$ cat config.mk
export PLATFORM = sky130hd
export DESIGN_NAME = vtab_engine
export DESIGN_NICKNAME = d
export VERILOG_FILES = /design/src/rtl/vtab_pkg.sv /design/src/rtl/vtab_regs.sv /design/src/rtl/vtab_store.sv /design/src/rtl/vtab_seq.sv /design/src/rtl/vtab_engine.sv
export SDC_FILE = /design/constraint.sdc
export NUM_CORES = 1
export LEC_CHECK = 0
export BUFFER_PORTS_ARGS = -buffer_cell sky130_fd_sc_hd__buf_2
export CORE_ASPECT_RATIO = 1.2
export CORE_MARGIN = 10
export CORE_UTILIZATION = 45
export DETAILED_ROUTE_END_ITERATION = 6
export SLEW_MARGIN = 25
export SYNTH_ARGS = -nofsm -noshare
export SYNTH_HDL_FRONTEND = slang
export SYNTH_SLANG_ARGS = --single-unit
$ cat constraint.sdc
create_clock -name clk -period 5 [get_ports clk]
set_input_delay 0.75 -clock clk [delete_from_list [all_inputs] [get_ports clk]]
set_output_delay 0.75 -clock clk [all_outputs]
set_load 0.05 [all_outputs]
$ cat src/rtl/vtab_pkg.sv
package vtab_pkg;
  localparam int VID_W  = 13;
  localparam int DB_W   = 8;
  localparam int REG_W  = 16;
  localparam int SLOT_W = 4;

  localparam logic [2:0] OP_FLUSH = 3'd1;
  localparam logic [2:0] OP_LOAD  = 3'd3;
  localparam logic [2:0] OP_NEXT  = 3'd4;

  localparam logic [VID_W-1:0] VID_NONE = 13'h1FFF;

  typedef enum logic [2:0] {
    S_IDLE,
    S_FLUSH,
    S_SCAN,
    S_END,
    S_FETCH
  } seq_state_t;
endpackage

$ cat src/rtl/vtab_regs.sv
module vtab_regs
  import vtab_pkg::*;
#(
  parameter int NPORTS = 11,
  parameter int NREGS  = 3,
  parameter int ADDR_W = 3
) (
  input  logic                   clk,
  input  logic                   rst,
  input  logic                   wr_en,
  input  logic [ADDR_W-1:0]      wr_addr,
  input  logic [REG_W-1:0]       wr_data,
  input  logic                   rd_en,
  input  logic [ADDR_W-1:0]      rd_addr,
  output logic [REG_W-1:0]       rd_data,
  input  logic                   busy,
  input  logic                   res_we,
  input  logic                   res_hit,
  input  logic [VID_W-1:0]       res_vid,
  input  logic [DB_W-1:0]        res_db,
  input  logic [NREGS*REG_W-1:0] res_data,
  input  logic                   set_full,
  input  logic                   flush_go,
  output logic [VID_W-1:0]       key_vid,
  output logic                   key_valid,
  output logic [DB_W-1:0]        cur_db,
  output logic [NREGS*REG_W-1:0] cur_data,
  output logic                   full,
  output logic                   start,
  output logic [2:0]             start_op
);
  localparam int DATA_BITS = NPORTS * SLOT_W;
  localparam int TOT_BITS  = NREGS * REG_W;
  localparam logic [TOT_BITS-1:0] DATA_MASK = {TOT_BITS{1'b1}} >> (TOT_BITS - DATA_BITS);

  logic [11:0]         vid_lo;
  logic                vid_page;
  logic                vid_valid;
  logic [2:0]          opc_q;
  logic [DB_W-1:0]     db_q;
  logic [TOT_BITS-1:0] data_q;
  logic                full_q;
  logic                host_ok;
  logic [REG_W-1:0]    rd_mux;

  assign host_ok  = wr_en && !busy;
  assign start_op = wr_data[14:12];
  assign start    = host_ok && (wr_addr == '0) && wr_data[15] &&
                    (start_op == OP_FLUSH || start_op == OP_LOAD || start_op == OP_NEXT);

  always_ff @(posedge clk) begin
    if (rst) begin
      vid_lo    <= '0;
      vid_page  <= 1'b0;
      vid_valid <= 1'b0;
      opc_q     <= '0;
      db_q      <= '0;
      data_q    <= '0;
      full_q    <= 1'b0;
    end else begin
      if (host_ok) begin
        if (wr_addr == ADDR_W'(0)) begin
          opc_q <= wr_data[14:12];
          db_q  <= {wr_data[11:8], wr_data[3:0]};
        end
        if (wr_addr == ADDR_W'(1)) begin
          vid_lo    <= wr_data[11:0];
          vid_valid <= wr_data[12];
          vid_page  <= wr_data[13];
        end
        for (int r = 0; r < NREGS; r++) begin
          if (wr_addr == ADDR_W'(r + 2))
            data_q[r*REG_W +: REG_W] <= wr_data & DATA_MASK[r*REG_W +: REG_W];
        end
      end
      if (res_we) begin
        if (res_hit) begin
          {vid_page, vid_lo} <= res_vid;
          vid_valid          <= 1'b1;
          data_q             <= res_data & DATA_MASK;
          db_q               <= res_db;
        end else begin
          {vid_page, vid_lo} <= VID_NONE;
          vid_valid          <= 1'b0;
        end
      end
      if (flush_go)
        full_q <= 1'b0;
      else if (set_full)
        full_q <= 1'b1;
    end
  end

  always_comb begin
    rd_mux = '0;
    if (rd_addr == ADDR_W'(0))
      rd_mux = {busy, opc_q, db_q[7:4], full_q, 3'b000, db_q[3:0]};
    else if (rd_addr == ADDR_W'(1))
      rd_mux = {2'b00, vid_page, vid_valid, vid_lo};
    for (int r = 0; r < NREGS; r++) begin
      if (rd_addr == ADDR_W'(r + 2))
        rd_mux = data_q[r*REG_W +: REG_W];
    end
  end

  always_ff @(posedge clk) begin
    if (rst)
      rd_data <= '0;
    else if (rd_en)
      rd_data <= rd_mux;
  end

  assign key_vid   = {vid_page, vid_lo};
  assign key_valid = vid_valid;
  assign cur_db    = db_q;
  assign cur_data  = data_q;
  assign full      = full_q;
endmodule

$ cat src/rtl/vtab_store.sv
module vtab_store
  import vtab_pkg::*;
#(
  parameter int DEPTH = 16,
  parameter int PW    = 56,
  parameter int IDX_W = 4
) (
  input  logic             clk,
  input  logic             rst,
  input  logic             flush,
  input  logic             wr_en,
  input  logic [IDX_W-1:0] wr_idx,
  input  logic [VID_W-1:0] wr_vid,
  input  logic [PW-1:0]    wr_pl,
  input  logic             clr_en,
  input  logic [IDX_W-1:0] clr_idx,
  input  logic [IDX_W-1:0] scan_idx,
  input  logic [IDX_W-1:0] rd_idx,
  output logic             scan_vld,
  output logic [VID_W-1:0] scan_vid,
  output logic [PW-1:0]    rd_pl,
  output logic [DEPTH-1:0] vld
);
  logic [VID_W-1:0] vid_tab [DEPTH];
  logic [PW-1:0]    pl_mem  [DEPTH];

  always_ff @(posedge clk) begin
    if (rst || flush) begin
      vld <= '0;
    end else begin
      if (wr_en)
        vld[wr_idx] <= 1'b1;
      if (clr_en)
        vld[clr_idx] <= 1'b0;
    end
  end

  always_ff @(posedge clk) begin
    if (wr_en)
      vid_tab[wr_idx] <= wr_vid;
  end

  always_ff @(posedge clk) begin
    if (wr_en)
      pl_mem[wr_idx] <= wr_pl;
    rd_pl <= pl_mem[rd_idx];
  end

  assign scan_vld = vld[scan_idx];
  assign scan_vid = vid_tab[scan_idx];
endmodule

$ cat src/rtl/vtab_seq.sv
module vtab_seq
  import vtab_pkg::*;
#(
  parameter int DEPTH = 16,
  parameter int IDX_W = 4
) (
  input  logic             clk,
  input  logic             rst,
  input  logic             start,
  input  logic [2:0]       start_op,
  input  logic [VID_W-1:0] key_vid,
  input  logic             key_valid,
  input  logic             scan_vld,
  input  logic [VID_W-1:0] scan_vid,
  output logic             busy,
  output logic [IDX_W-1:0] scan_idx,
  output logic [IDX_W-1:0] rd_idx,
  output logic             flush_go,
  output logic             st_we,
  output logic [IDX_W-1:0] st_idx,
  output logic             st_clr,
  output logic [IDX_W-1:0] clr_idx,
  output logic             res_we,
  output logic             res_hit,
  output logic [VID_W-1:0] res_vid,
  output logic             set_full
);
  localparam logic [IDX_W-1:0] LAST = IDX_W'(DEPTH - 1);

  seq_state_t       state;
  logic [2:0]       op_q;
  logic [IDX_W-1:0] idx;
  logic             hit;
  logic [IDX_W-1:0] hit_idx;
  logic             free_ok;
  logic [IDX_W-1:0] free_idx;
  logic             best_ok;
  logic [IDX_W-1:0] best_idx;
  logic [VID_W-1:0] best_vid;

  always_ff @(posedge clk) begin
    if (rst) begin
      state    <= S_IDLE;
      op_q     <= '0;
      idx      <= '0;
      hit      <= 1'b0;
      hit_idx  <= '0;
      free_ok  <= 1'b0;
      free_idx <= '0;
      best_ok  <= 1'b0;
      best_idx <= '0;
      best_vid <= '0;
    end else begin
      case (state)
        S_IDLE: begin
          if (start) begin
            op_q    <= start_op;
            idx     <= '0;
            hit     <= 1'b0;
            free_ok <= 1'b0;
            best_ok <= 1'b0;
            state   <= (start_op == OP_FLUSH) ? S_FLUSH : S_SCAN;
          end
        end
        S_FLUSH: state <= S_IDLE;
        S_SCAN: begin
          if (op_q == OP_LOAD) begin
            if (scan_vld && scan_vid == key_vid) begin
              hit     <= 1'b1;
              hit_idx <= idx;
            end
            if (!scan_vld && !free_ok) begin
              free_ok  <= 1'b1;
              free_idx <= idx;
            end
          end else begin
            if (scan_vld && scan_vid > key_vid && (!best_ok || scan_vid < best_vid)) begin
              best_ok  <= 1'b1;
              best_idx <= idx;
              best_vid <= scan_vid;
            end
          end
          if (idx == LAST)
            state <= S_END;
          else
            idx <= idx + 1'b1;
        end
        S_END:   state <= (op_q == OP_NEXT && best_ok) ? S_FETCH : S_IDLE;
        S_FETCH: state <= S_IDLE;
        default: state <= S_IDLE;
      endcase
    end
  end

  always_comb begin
    busy     = (state != S_IDLE);
    flush_go = (state == S_FLUSH);
    scan_idx = idx;
    rd_idx   = best_idx;
    st_idx   = hit ? hit_idx : free_idx;
    clr_idx  = hit_idx;
    st_we    = 1'b0;
    st_clr   = 1'b0;
    set_full = 1'b0;
    res_we   = 1'b0;
    res_hit  = 1'b0;
    res_vid  = best_vid;
    if (state == S_END) begin
      if (op_q == OP_LOAD) begin
        st_we    = key_valid && (hit || free_ok);
        set_full = key_valid && !hit && !free_ok;
        st_clr   = !key_valid && hit;
      end else begin
        res_we = !best_ok;
      end
    end
    if (state == S_FETCH) begin
      res_we  = 1'b1;
      res_hit = 1'b1;
    end
  end
endmodule

$ cat src/rtl/vtab_engine.sv
module vtab_engine
  import vtab_pkg::*;
#(
  parameter int NPORTS = 11,
  parameter int DEPTH  = 16,
  parameter int ADDR_W = 3
) (
  input  logic              clk,
  input  logic              rst,
  input  logic              wr_en,
  input  logic [ADDR_W-1:0] wr_addr,
  input  logic [15:0]       wr_data,
  input  logic              rd_en,
  input  logic [ADDR_W-1:0] rd_addr,
  output logic [15:0]       rd_data
);
  localparam int NREGS = (NPORTS + 3) / 4;
  localparam int DW    = NREGS * REG_W;
  localparam int PW    = DB_W + DW;
  localparam int IDX_W = (DEPTH > 1) ? $clog2(DEPTH) : 1;

  logic             busy, start, full, flush_go;
  logic [2:0]       start_op;
  logic [VID_W-1:0] key_vid, res_vid, scan_vid;
  logic             key_valid, res_we, res_hit, set_full;
  logic [DB_W-1:0]  cur_db;
  logic [DW-1:0]    cur_data;
  logic [PW-1:0]    rd_pl;
  logic             scan_vld, st_we, st_clr;
  logic [IDX_W-1:0] scan_idx, rd_idx, st_idx, clr_idx;
  logic [DEPTH-1:0] vld;

  vtab_regs #(.NPORTS(NPORTS), .NREGS(NREGS), .ADDR_W(ADDR_W)) u_regs (
    .clk(clk), .rst(rst),
    .wr_en(wr_en), .wr_addr(wr_addr), .wr_data(wr_data),
    .rd_en(rd_en), .rd_addr(rd_addr), .rd_data(rd_data),
    .busy(busy), .res_we(res_we), .res_hit(res_hit), .res_vid(res_vid),
    .res_db(rd_pl[PW-1 -: DB_W]), .res_data(rd_pl[DW-1:0]),
    .set_full(set_full), .flush_go(flush_go),
    .key_vid(key_vid), .key_valid(key_valid), .cur_db(cur_db), .cur_data(cur_data),
    .full(full), .start(start), .start_op(start_op)
  );

  vtab_store #(.DEPTH(DEPTH), .PW(PW), .IDX_W(IDX_W)) u_store (
    .clk(clk), .rst(rst), .flush(flush_go),
    .wr_en(st_we), .wr_idx(st_idx), .wr_vid(key_vid), .wr_pl({cur_db, cur_data}),
    .clr_en(st_clr), .clr_idx(clr_idx),
    .scan_idx(scan_idx), .rd_idx(rd_idx),
    .scan_vld(scan_vld), .scan_vid(scan_vid), .rd_pl(rd_pl), .vld(vld)
  );

  vtab_seq #(.DEPTH(DEPTH), .IDX_W(IDX_W)) u_seq (
    .clk(clk), .rst(rst), .start(start), .start_op(start_op),
    .key_vid(key_vid), .key_valid(key_valid),
    .scan_vld(scan_vld), .scan_vid(scan_vid),
    .busy(busy), .scan_idx(scan_idx), .rd_idx(rd_idx), .flush_go(flush_go),
    .st_we(st_we), .st_idx(st_idx), .st_clr(st_clr), .clr_idx(clr_idx),
    .res_we(res_we), .res_hit(res_hit), .res_vid(res_vid), .set_full(set_full)
  );
endmodule

## Word-level counts from Yosys, hierarchy flattened

Memory sizes are Yosys's and may differ from the RTL's. A register that Yosys moved wholly into a read port is not among the register bits.
Index checks and enable logic that the tools add are counted.
W data, S select, Z words.

- Register bits after elaboration: 144
- Bits in writable memories: 1104
- Input bits: 26
- Output and inout bits: 16
- Logic and storage cells: 174
- Memories kept: 2

Memories:

| memory | depth | bits a word | read ports | clocked after memory_dff | write ports | line | RTL |
|---|---|---|---|---|---|---|---|
| u_store.pl_mem | 16 | 56 | 1 | 1 | 1 | vtab_store.sv:25 | `logic [PW-1:0] pl_mem [DEPTH];` |
| u_store.vid_tab | 16 | 13 | 1 | 1 | 1 | vtab_store.sv:24 | `logic [VID_W-1:0] vid_tab [DEPTH];` |

- Add/sub/neg operators: 1
- Magnitude comparators: 7
- Eq/ne operators: 27
- Muxes and demuxes: 69
- Bitwise gates (word level): 4
- Reduce and logical (&&, ||, !) cells: 45

Operators with widths:

| kind | count |
|---|---|
| $mux W16 | 10 |
| $mux W48 | 3 |
| $mux W12 | 4 |
| $mux W8 | 4 |
| $mux W1 | 30 |
| $eq A3 B2 Y1 const B | 8 |
| $mux W4 | 5 |
| $and A16 B16 Y16 | 1 |
| $not A16 Y16 | 1 |
| $or A16 B16 Y16 | 1 |
| $eq A3 B3 Y1 const B | 5 |
| $logic_and A1 B1 Y1 | 15 |
| $lt A4 B5 Y1 const B | 3 |
| $mux W14 | 1 |
| $eq A13 B13 Y1 | 1 |
| $gt A13 B13 Y1 | 1 |
| $lt A13 B13 Y1 | 1 |
| $eq A3 B1 Y1 const B | 4 |
| $reduce_and A3 Y1 | 4 |
| $reduce_and A4 Y1 | 3 |
| $ne A2 B1 Y1 const B | 5 |
| $logic_not A3 Y1 | 3 |
| $mux W3 | 3 |
| $pmux W3 S3 | 1 |
| other kinds (16) | 36 |

## Longest topological paths before layout

Gate-level depths: netlist (run 1).

- Depth in word-level cells: 10
- Depth in mapped cells: 14
- Gate-level depth less buffers: 12

## Modules after synthesis

Synthesis (run 1) repeated with hierarchy kept, for this count alone.

- Cells, all modules: 2618
- Area, all modules: 50149.3 um2

By module, submodules not included:

| module | instances | cells an instance | area an instance (um2) | seq. area each (um2) |
|---|---|---|---|---|
| vtab_store | 1 | 1822 | 43152.6 | 34593.2 |
| vtab_regs | 1 | 529 | 4636.9 | 1801.7 |
| vtab_seq | 1 | 267 | 2359.8 | 760.7 |

## Worst setup path before layout (run 1)

OpenSTA, ideal clock, no wires.

- Path kind: reg2reg
- Start point: register u_seq.state[1]
- End point: register u_store.vld[14]
- Setup time: 0.070 ns
- Data arrival time: 4.251 ns
- Required time: 4.930 ns
- Slack: 0.678 ns
- Stages on the path, launching flop included: 9
- Path buffers: 1
- Clock period less this slack: 4.322 ns
- Path through: dfxtp_1 > buf_2 > nand3b_1 > nor2_1 > nand2_1 > nor2_1 > nand2_1 > nor2_1 > o221a_2

- Longest elaborated chain between the ends: 6
- Elaborated cells on any way between the ends: 9
- Classes of those cells: eq/ne (2); mux (5); bitwise (1); reduce/logical (1)

Ends and longest elaborated chain:

| item | line | RTL |
|---|---|---|
| start: declaration | vtab_seq.sv:30 | `seq_state_t state;` |
| start signal: assignment | vtab_seq.sv:62 | `state <= (start_op == OP_FLUSH) ? S_FLUSH : S_SCAN;` |
| start signal: assignment | vtab_seq.sv:88 | `S_END: state <= (op_q == OP_NEXT && best_ok) ? S_FETCH : S_IDLE;` |
| $eq A3 B2 Y1 | vtab_seq.sv:108 | `if (state == S_END) begin` |
| $mux W1 | vtab_seq.sv:108 |  |
| $mux W16 | vtab_store.sv:31 | `if (wr_en)` |
| $mux W16 | vtab_store.sv:28 | `if (rst \|\| flush) begin` |
| $and A16 B16 Y16 (no line) | - |  |
| $mux W16 | vtab_store.sv:33 | `if (clr_en)` |
| end signal: assignment | vtab_store.sv:29 | `vld <= '0;` |
| end signal: indexed assignment | vtab_store.sv:32 | `vld[wr_idx] <= 1'b1;` |
| end signal: indexed assignment | vtab_store.sv:34 | `vld[clr_idx] <= 1'b0;` |
| end: declaration | vtab_store.sv:22 | `output logic [DEPTH-1:0] vld` |

Parallel ways exist; a longest one is shown, timed or not. The select of a mux whose other input is x is not followed.
A chain may end at the register's enable or synchronous reset.

==> results_dict.tcl, run 1 <==
set metrics [dict create \
    run_status "finished clean" \
    wl_per_cell_um 30.1 \
    vias_per_cell 6.08 \
    max_freq_mhz 228 \
    p_switching_uw 3980 \
    syn-num-nets 2383 \
    cap_violations 0 \
    start_util_pct 45.2 \
    yosys_warnings 0 \
    synth_flop_cell "edfxtp_1" \
    drive_gt1_share_pct 26.4 \
    startpoint_type "register" \
    rows 130 \
    dp_cells 3694 \
    rsz0062_at_grt "no" \
    slew_violations 0 \
    hold_ws_ps 390 \
    firstDrtPassIters 5 \
    clk_latency_ps 710 \
    min_from "wr_data[14]" \
    slew_headroom_pct 29.0 \
    grt_pass1_wl_um 172000 \
    clkPwrFrac_pct 42.7 \
    ir_worst_vdd_mv 0.271 \
    antennaDiodeCount 0 \
    dieArea_mm2 0.119 \
    grt_max_degree 80 \
    grt_pass1_vias 24600 \
    ys_seq_area_share_pct 74.5 \
    netlist_area_mm2 0.0473 \
    cp_common_cell "mux4_2" \
    area_growth_syn_to_layout_pct 12.5 \
    seqCellArea_mm2 0.0353 \
    ctsHoldBuffers 0 \
    finalWorstSetupSlack_ps 621 \
    path_cells "buf_4, mux4_2, mux4_2, ha_1, nand4_1, nor4_1, a2111oi_0, o211ai_1, a41oi_4, a21oi_1, a311oi_1" \
    core_area_mm2 0.105 \
    cts_num_sinks 1240 \
    critPathMaxStageDelay_ps 610 \
    p_leak_uw 0.0167 \
    synth_area_per_cell_um2 20.3 \
    cts_buffers 115 \
    cp-end-kind "register" \
    hold_viol 0 \
    synth.area.top_cells "edfxtp_1 66%, mux4_2 16%, dfxtp_1 8.5%" \
    comb_power_share_pct 1.1 \
    seq_power_share_pct 56.1 \
    final_net_count 2478 \
    ctsResizeCount 0 \
    cp_slowest_cell "dfxtp_4" \
    pin_count 42 \
    syn_inst 2331 \
    synth_top_area_share_pct 66.0 \
    grt.total_usage_pct 19.9 \
    clock_path_buffers 3 \
    grt_overflow 0 \
    drc 0 \
    ys_ff_latch 1240 \
    tritoncts "built" \
    cp.arrival_ps 5000 \
    hpwl_um 63700 \
    critPathBufInv 1 \
    p_int_uw 15900 \
    ant_nets 0 \
    die_w_um 316 \
    finalSetupViolations 0 \
    die_h_um 375 \
    postCtsSetupBuffers 0 \
    numPortBuffers 41 \
    post-place-ws_ps 613 \
    layout_worst_path_cycle_share_pct 87.6 \
    multi_input_area_mm2 0.0116 \
    vias 23800 \
    critPathRequiredTime_ps 5620 \
    path_class "register to register" \
    stdcell_count 3913 \
    clock_skew_ps 32.3 \
    finalWirelength_um 118000 \
    ys_async_sr_fraction_pct 0 \
    period_needed_ps 4380 \
    p_per_area_mw_per_mm2 374 \
    swShare_pct 20.0 \
    hold_path.class "primary input to register" \
    crit_family "compound AO/OA/AOI/OAI gates" \
    tightest_slew_ps 1060 \
    cts_root_buf "clkbuf_16" \
    antenna_found_initial 1 \
    nFillCells 8224 \
    synth-edff-count 1040 \
    crit_fanout 19 \
    cts_max_level 3 \
    yosys.area.top_type "edfxtp_1" \
    gp_congestion 0.847 \
    ys_types 60 \
    path_clk_slew_ps 60 \
    drt_iter0_drc 2446 \
    fin_setup_tns_ps 0 \
]
==> synthesized netlist by cell type, types with 5 or more instances <==
| cell | count |
|---|---|
| a211oi_1 | 57 |
| nand2_1 | 34 |
| clkbuf_1 | 80 |
| mux2_2 | 7 |
| buf_1 | 29 |
| nor2_1 | 155 |
| mux4_2 | 333 |
| inv_1 | 32 |
| a21oi_1 | 55 |
| a22oi_1 | 12 |
| buf_2 | 14 |
| a2bb2oi_1 | 13 |
| o221a_2 | 16 |
| mux2i_1 | 72 |
| nor3_1 | 17 |
| ha_1 | 26 |
| o21ai_0 | 13 |
| nand3_1 | 19 |
| and2_1 | 6 |
| o21a_1 | 5 |
| o221ai_1 | 6 |
| nor2b_1 | 5 |
| o21ai_1 | 17 |
| dfxtp_1 | 200 |
| edfxtp_1 | 1040 |
| a221oi_1 | 5 |
| nand4_1 | 8 |
==> layout by cell type (no fill, tap or decap), drive strengths merged, types with 26 or more instances in the layout <==
master and count:
a211oi 57, edfxtp 1040, nor2 156, a21oi 55, ha 26, nand2 34
clkinv 44, dfxtp 200, o21ai 31, buf 108, mux2i 72, inv 34
clkbuf 162, mux4 333
==> final timing paths <==
check                              to  slack [ps]  cells after the start
hold / removal        u_regs.opc_q[2]         390                      3
setup / recovery     u_seq.res_vid[0]         620                     11
hold reg to reg   u_regs.cur_data[46]         470                      1
setup reg to reg     u_seq.res_vid[0]         620                     11
==> logic make-up after synthesis <==
family                   after synthesis  share of synthesized area, %
flip-flops                          1240                          74.5
XOR/XNOR                               2                        0.0370
adder cells (fa/ha/maj)               26                         0.688
buffers and inverters                162                          1.39
AND/OR/NAND/NOR                      266                          2.53
multiplexers                         413                          17.6
AO/OA/AOI/OAI                        222                          3.32
==> per-stage QoR <==
step           utilization [%]  power [uW]  instance area (um2)
2_1_floorplan                -       11500                47300
3_3_place_gp              47.3       11600                49500
3_5_place_dp              47.3       11600                49500
4_1_cts                   50.8       20100                53200
5_1_grt                   50.9       20500                53200
6_report                  50.9       19900                53200
==> registers in the layout, indices dropped and copies added, names as in the netlist, 8 cells and up, named ones only <==
register,count
u_store.pl_mem,832
u_store.vid_tab,208
u_store.rd_pl,52
u_regs.cur_data,48
u_regs.rd_data,16
u_store.vld,16
u_seq.res_vid,13
u_regs.vid_lo,12
u_regs.cur_db,8
==> layout make-up <==
type / count / area share, %
sequential: 1240 / 66.3
multi-input combinational: 929 / 21.8
inverter: 32 / 0.226
tap: 1386 / 3.26
clock inverter: 56 / 0.905
clock buffer: 162 / 6.01
timing repair buffer: 108 / 1.57
==> power by group through the flow <==
| stage | registers, uW | logic [uW] | clock network [uW] |
|---|---|---|---|
| final | 11200 | 229 | 8510 |
| after global routing | 11200 | 239 | 9070 |
| after CTS | 11200 | 227 | 8660 |
| after detailed placement | 11400 | 226 | 0 |
| after global placement | 11400 | 224 | 0 |
| after floorplan | 11400 | 98.4 | 0 |
==> worst reg2reg max path, delay by kind of cell, from the launching register on <==
kind | cells | cell delay [ps]
fa+ha+maj | 1 | 310
mux | 2 | 1090
flops | 1 | 610
buf+inv | 1 | 350
simple gates | 2 | 240
compound gates | 5 | 1700
==> per-layer routing <==
metal  part of all wire [%]  routed length [um]  GRT usage [%]
met5                      0                   0              0
met4                    2.9                3400           6.79
met3                    6.6                7730           3.32
met2                     49               57500           32.3
met1                     42               49100           27.1
Power figures use the tool's default switching activity.
==> run 2, diff against run 1 <==
Settings changed: HOLD_SLACK_MARGIN set to 0.1, PLACE_DENSITY set to 0.68, RECOVER_POWER set to 50.
==> results_dict.tcl, run 2 (synthesis results as in run 1) <==
set metrics [dict create \
    run_status "finished with violations" \
    violations "max-capacitance violations, max-slew violations" \
    gp_congestion 0.845 \
    stdcell_area_mm2 0.0533 \
    dieArea_mm2 0.119 \
    p_switching_uw 3940 \
    p_per_area_mw_per_mm2 380 \
    path_class "register to register" \
    reg_top3 "u_store.pl_mem: 832 flops, u_store.vid_tab: 208 flops, u_store.rd_pl: 52 flops" \
    hpwl_um 60900 \
    rrSetupSlack_ps 510 \
    tightest_slew_ps 3210 \
    cp-end-kind "register" \
    pin_count 42 \
    vias 23900 \
    final_cell_mix "1,040 x edfxtp_1, 333 x mux4_2, 195 x dfxtp_1" \
    drive_gt1_share_pct 24.8 \
    place_area_mm2 0.0495 \
    clock_skew_ps 42.4 \
    ctsHoldBuffers 0 \
    max_freq_mhz 223 \
    ant_nets 0 \
    grt_overflow 0 \
    clock_path_buffers 3 \
    startpoint_type "register" \
    firstDrtPassIters 5 \
    path_clk_slew_ps 70 \
    antenna_found_initial 2 \
    seq_power_share_pct 55.2 \
    clk_latency_ps 730 \
    finalSetupViolations 0 \
    regMostFlops "u_store.pl_mem" \
    grt_pass1_wl_um 168000 \
    rsz0062_at_grt "no" \
    clkPwrFrac_pct 43.7 \
    drc 0 \
    r2r-end "u_seq.rd_idx[3]" \
    slew_headroom_pct -114 \
    final_net_count 2459 \
    hold_path.class "primary input to register" \
    cts_root_buf "clkbuf_16" \
    grt_pass1_vias 24800 \
    swShare_pct 19.5 \
    fin_setup_tns_ps 0 \
    postCtsSetupBuffers 0 \
    final_common_cell "edfxtp_1" \
    period_needed_ps 4490 \
    drt_iter0_drc 2721 \
    cp.arrival_ps 5090 \
    ctsResizeCount 0 \
    rows 130 \
    largest_register_ff_count 832 \
    slew_violations 192 \
    cts_max_level 3 \
    vias_per_cell 6.15 \
    area_growth_syn_to_layout_pct 12.6 \
    hold_viol 0 \
    grt.total_usage_pct 19.3 \
    numPortBuffers 41 \
    crit_fanout 23 \
    p_leak_uw 0.0166 \
    stdcell_count 3893 \
    die_w_um 316 \
    tritoncts "built" \
    critPathRequiredTime_ps 5600 \
    endpoint "u_seq.rd_idx[3]" \
    ir_worst_vdd_mv 0.296 \
    die_h_um 375 \
    core_area_mm2 0.105 \
    cts_num_sinks 1240 \
    comb_power_share_pct 1.1 \
    nFillCells 8072 \
    r2r_cells 11 \
    p_int_uw 16300 \
    start_util_pct 45.2 \
    finalWirelength_um 115000 \
    cts_buffers 110 \
    wl_per_cell_um 29.5 \
    dp_cells 3680 \
    cap_violations 10 \
    layout_worst_path_cycle_share_pct 89.7 \
    grt_max_degree 133 \
]
-- run 2: cell count changes in the layout (fill, tap and decap cells not counted), moves of 3 or more --
cell,before,now
buf_12,10,18
buf_2,40,23
buf_4,58,27
bufinv_16,6,14
clkbuf_1,34,52
clkinv_1,14,7
clkinv_2,26,16
clkinv_4,1,6
clkinvlp_4,4,7
diode_2,0,3
nor2_1,137,146
nor2_4,17,10
-- run 2: final cells by class --
cell class,instances,area [um2],area share [%]
inverter,32,120,0.226
multi-input combinational,929,11500,21.6
antenna,3,7.51,0.0141
tap,1386,1730,3.26
clock inverter,53,673,1.26
timing repair buffer,94,823,1.55
sequential,1240,35300,66.2
clock buffer,156,3150,5.91
-- run 2: critical path: stages, from the launching register on --
cell and delay, ps:
dfxtp_4 650, buf_4 310, mux4_2 510, mux4_2 510, ha_1 330, nand4_1 160, nor4_1 560, a2111oi_0 150
o211ai_1 240, a41o_1 560, o21ai_1 180, a21oi_1 200
-- run 2: power by group through the flow --
stage          sequential (uW)  clock, uW  combinational, uW
2_1_floorplan            11400          0               98.4
3_3_place_gp             11400          0                211
3_5_place_dp             11400          0                215
4_1_cts                  11200       8980                216
5_1_grt                  11200       9380                226
6_report                 11200       8840                217
-- run 2: how the worst min path moves through the flow --
stage,from,end,slack (ps),cells past startpoint
detailed placement,u_regs.cur_data[45],u_regs.cur_data[45],450,1
CTS,wr_data[13],u_seq.op_q[1],350,3
global route,wr_data[13],u_seq.op_q[1],400,3
floorplan,u_regs.cur_data[47],u_regs.cur_data[47],430,1
global placement,u_regs.cur_data[47],u_regs.cur_data[47],440,1
finish,wr_data[12],u_seq.op_q[2],390,2
-- run 2: per-stage QoR --
step                      hold WS (ps)  setup WS, ps  utilization, %  power [uW]
after global routing               405           235            50.9       20800
after floorplan                    430           678               -       11500
after detailed placement           453           652            47.3       11600
after global placement             441           892            47.3       11600
after CTS                          349           588            51.0       20400
final                              394           515            50.9       20200
-- run 2: per-layer routing --
metal / track usage, % / routed length [um] / up-vias
met2: 31.3 / 56300 / 1162
li1: - / - / 9769
met5: 0 / 7 / -
met4: 7.77 / 4210 / 2
met1: 25.8 / 44500 / 12700
met3: 3.47 / 9730 / 246
==> run 3, diff against run 2 <==
Settings changed: HOLD_SLACK_MARGIN 0.1 to 0.03.
Clock period 5 ns to 5.3 ns, I/O delays scaled along.
==> results_dict.tcl, run 3 (synthesis results as in run 1) <==
set metrics [dict create \
    cp-end-kind "register" \
    fin_setup_tns_ps 0 \
    antennaDiodeCount 0 \
    tightest_slew_ps 2960 \
    die_w_um 316 \
    rrSetupSlack_ps 840 \
    final_common_cell "edfxtp_1" \
    grt_max_degree 77 \
    vias 23700 \
    dieArea_mm2 0.119 \
    seqCellArea_mm2 0.0353 \
    crit_fanout 53 \
    drive_gt1_share_pct 24.9 \
    regMostFlops "u_store.pl_mem" \
    period_needed_ps 4680 \
    grt_pass1_vias 24300 \
    numPortBuffers 41 \
    total_power_uw 18900 \
    violations "max-capacitance violations, max-slew violations" \
    vias_per_cell 6.09 \
    postCtsSetupBuffers 0 \
    stdcell_count 3894 \
    largest_register_ff_count 832 \
    start_util_pct 45.2 \
    gp_congestion 0.839 \
    wl_per_cell_um 29.1 \
    core_area_mm2 0.105 \
    path_clk_slew_ps 60 \
    layout_worst_path_cycle_share_pct 88.2 \
    finalSetupViolations 0 \
    final_net_count 2462 \
    p_leak_uw 0.0166 \
    fin_util_pct 50.8 \
    hold_viol 0 \
    final_cell_mix "1,040 x edfxtp_1, 333 x mux4_2, 194 x dfxtp_1" \
    ir_worst_vdd_mv 0.325 \
    grt_overflow 0 \
    finalWirelength_um 114000 \
    area_growth_syn_to_layout_pct 12.3 \
    clock_skew_ps 23.7 \
    rsz0062_at_grt "no" \
    reg_top3 "u_store.pl_mem: 832 flops, u_store.vid_tab: 208 flops, u_store.rd_pl: 52 flops" \
    dp_cells 3684 \
    drt_iter0_drc 2591 \
    die_h_um 375 \
    drc 0 \
    slew_headroom_pct -97.2 \
    grt.total_usage_pct 19.1 \
    hold_path.class "primary input to register" \
    critPathRequiredTime_ps 5880 \
    clk_latency_ps 720 \
    slew_violations 248 \
    tritoncts "built" \
    cts_root_buf "clkbuf_16" \
    clock_path_buffers 3 \
    path_class "primary input to register" \
    cap_violations 9 \
    grt_pass1_wl_um 166000 \
    ant_nets 0 \
    startpoint_type "primary input" \
    cts_buffers 110 \
    cp.arrival_ps 5250 \
    max_freq_mhz 214 \
    antenna_found_initial 3 \
    hold_ws_ps 450 \
    firstDrtPassIters 5 \
    run_status "finished with violations" \
    pin_count 42 \
    cts_num_sinks 1240 \
    hpwl_um 62500 \
    rows 130 \
    nFillCells 8167 \
    ctsHoldBuffers 0 \
    p_per_area_mw_per_mm2 355 \
    multi_input_area_mm2 0.0115 \
    cts_max_level 3 \
    ctsResizeCount 0 \
]
run 3: cell types whose count changed in the layout (fill, tap and decap cells not counted), sizes merged:
| cell | delta |
|---|---|
| inv | +3 |
| diode | -3 |
| clkinvlp | -1 |
| buf | +3 |
| clkbuf | -10 |
| bufinv | -1 |
| clkinv | +10 |
run 3: through the flow:
stage                     setup WS (ps)  cell area, um2
after floorplan                     978           47300
after global placement              973           49500
after detailed placement            799           49500
after CTS                           803           53200
after global routing                472           53100
final                               624           53100
run 3: layout make-up:
| class | instances | share of cell area [%] |
|---|---|---|
| clock inverter | 64 | 1.36 |
| inverter | 32 | 0.226 |
| clock buffer | 146 | 5.63 |
| sequential | 1240 | 66.3 |
| tap | 1386 | 3.26 |
| multi-input combinational | 929 | 21.7 |
| timing repair buffer | 97 | 1.50 |
run 3: path summary, 6_finish.rpt:
path,start,to,depth (start not counted)
hold reg to reg,u_regs.cur_data[44],u_regs.cur_data[44],1
hold / removal,wr_data[12],u_seq.op_q[2],2
setup / recovery,rst,u_seq.state[0],4
setup reg to reg,register,u_seq.rd_idx[1],11
run 3: report_power, final:
part / switching, uW / total [uW] / internal, uW
combinational: 150 / 206 / 56.4
sequential: 59.2 / 10500 / 10500
clock: 3500 / 8120 / 4620
run 3: metal layers:
layer / share of wire, % / GRT usage [%] / wire, um
met1: 38 / 24.8 / 43700
met2: 51 / 32.1 / 57600
met3: 7.9 / 3.52 / 8950
met4: 2.9 / 6.51 / 3290
met5: 0.027 / 0 / 31
run 3: critical path, stage by stage:
cell and delay [ps]:
clkbuf_1 2040, clkbuf_1 1910, nor3_1 140, nor3b_1 260
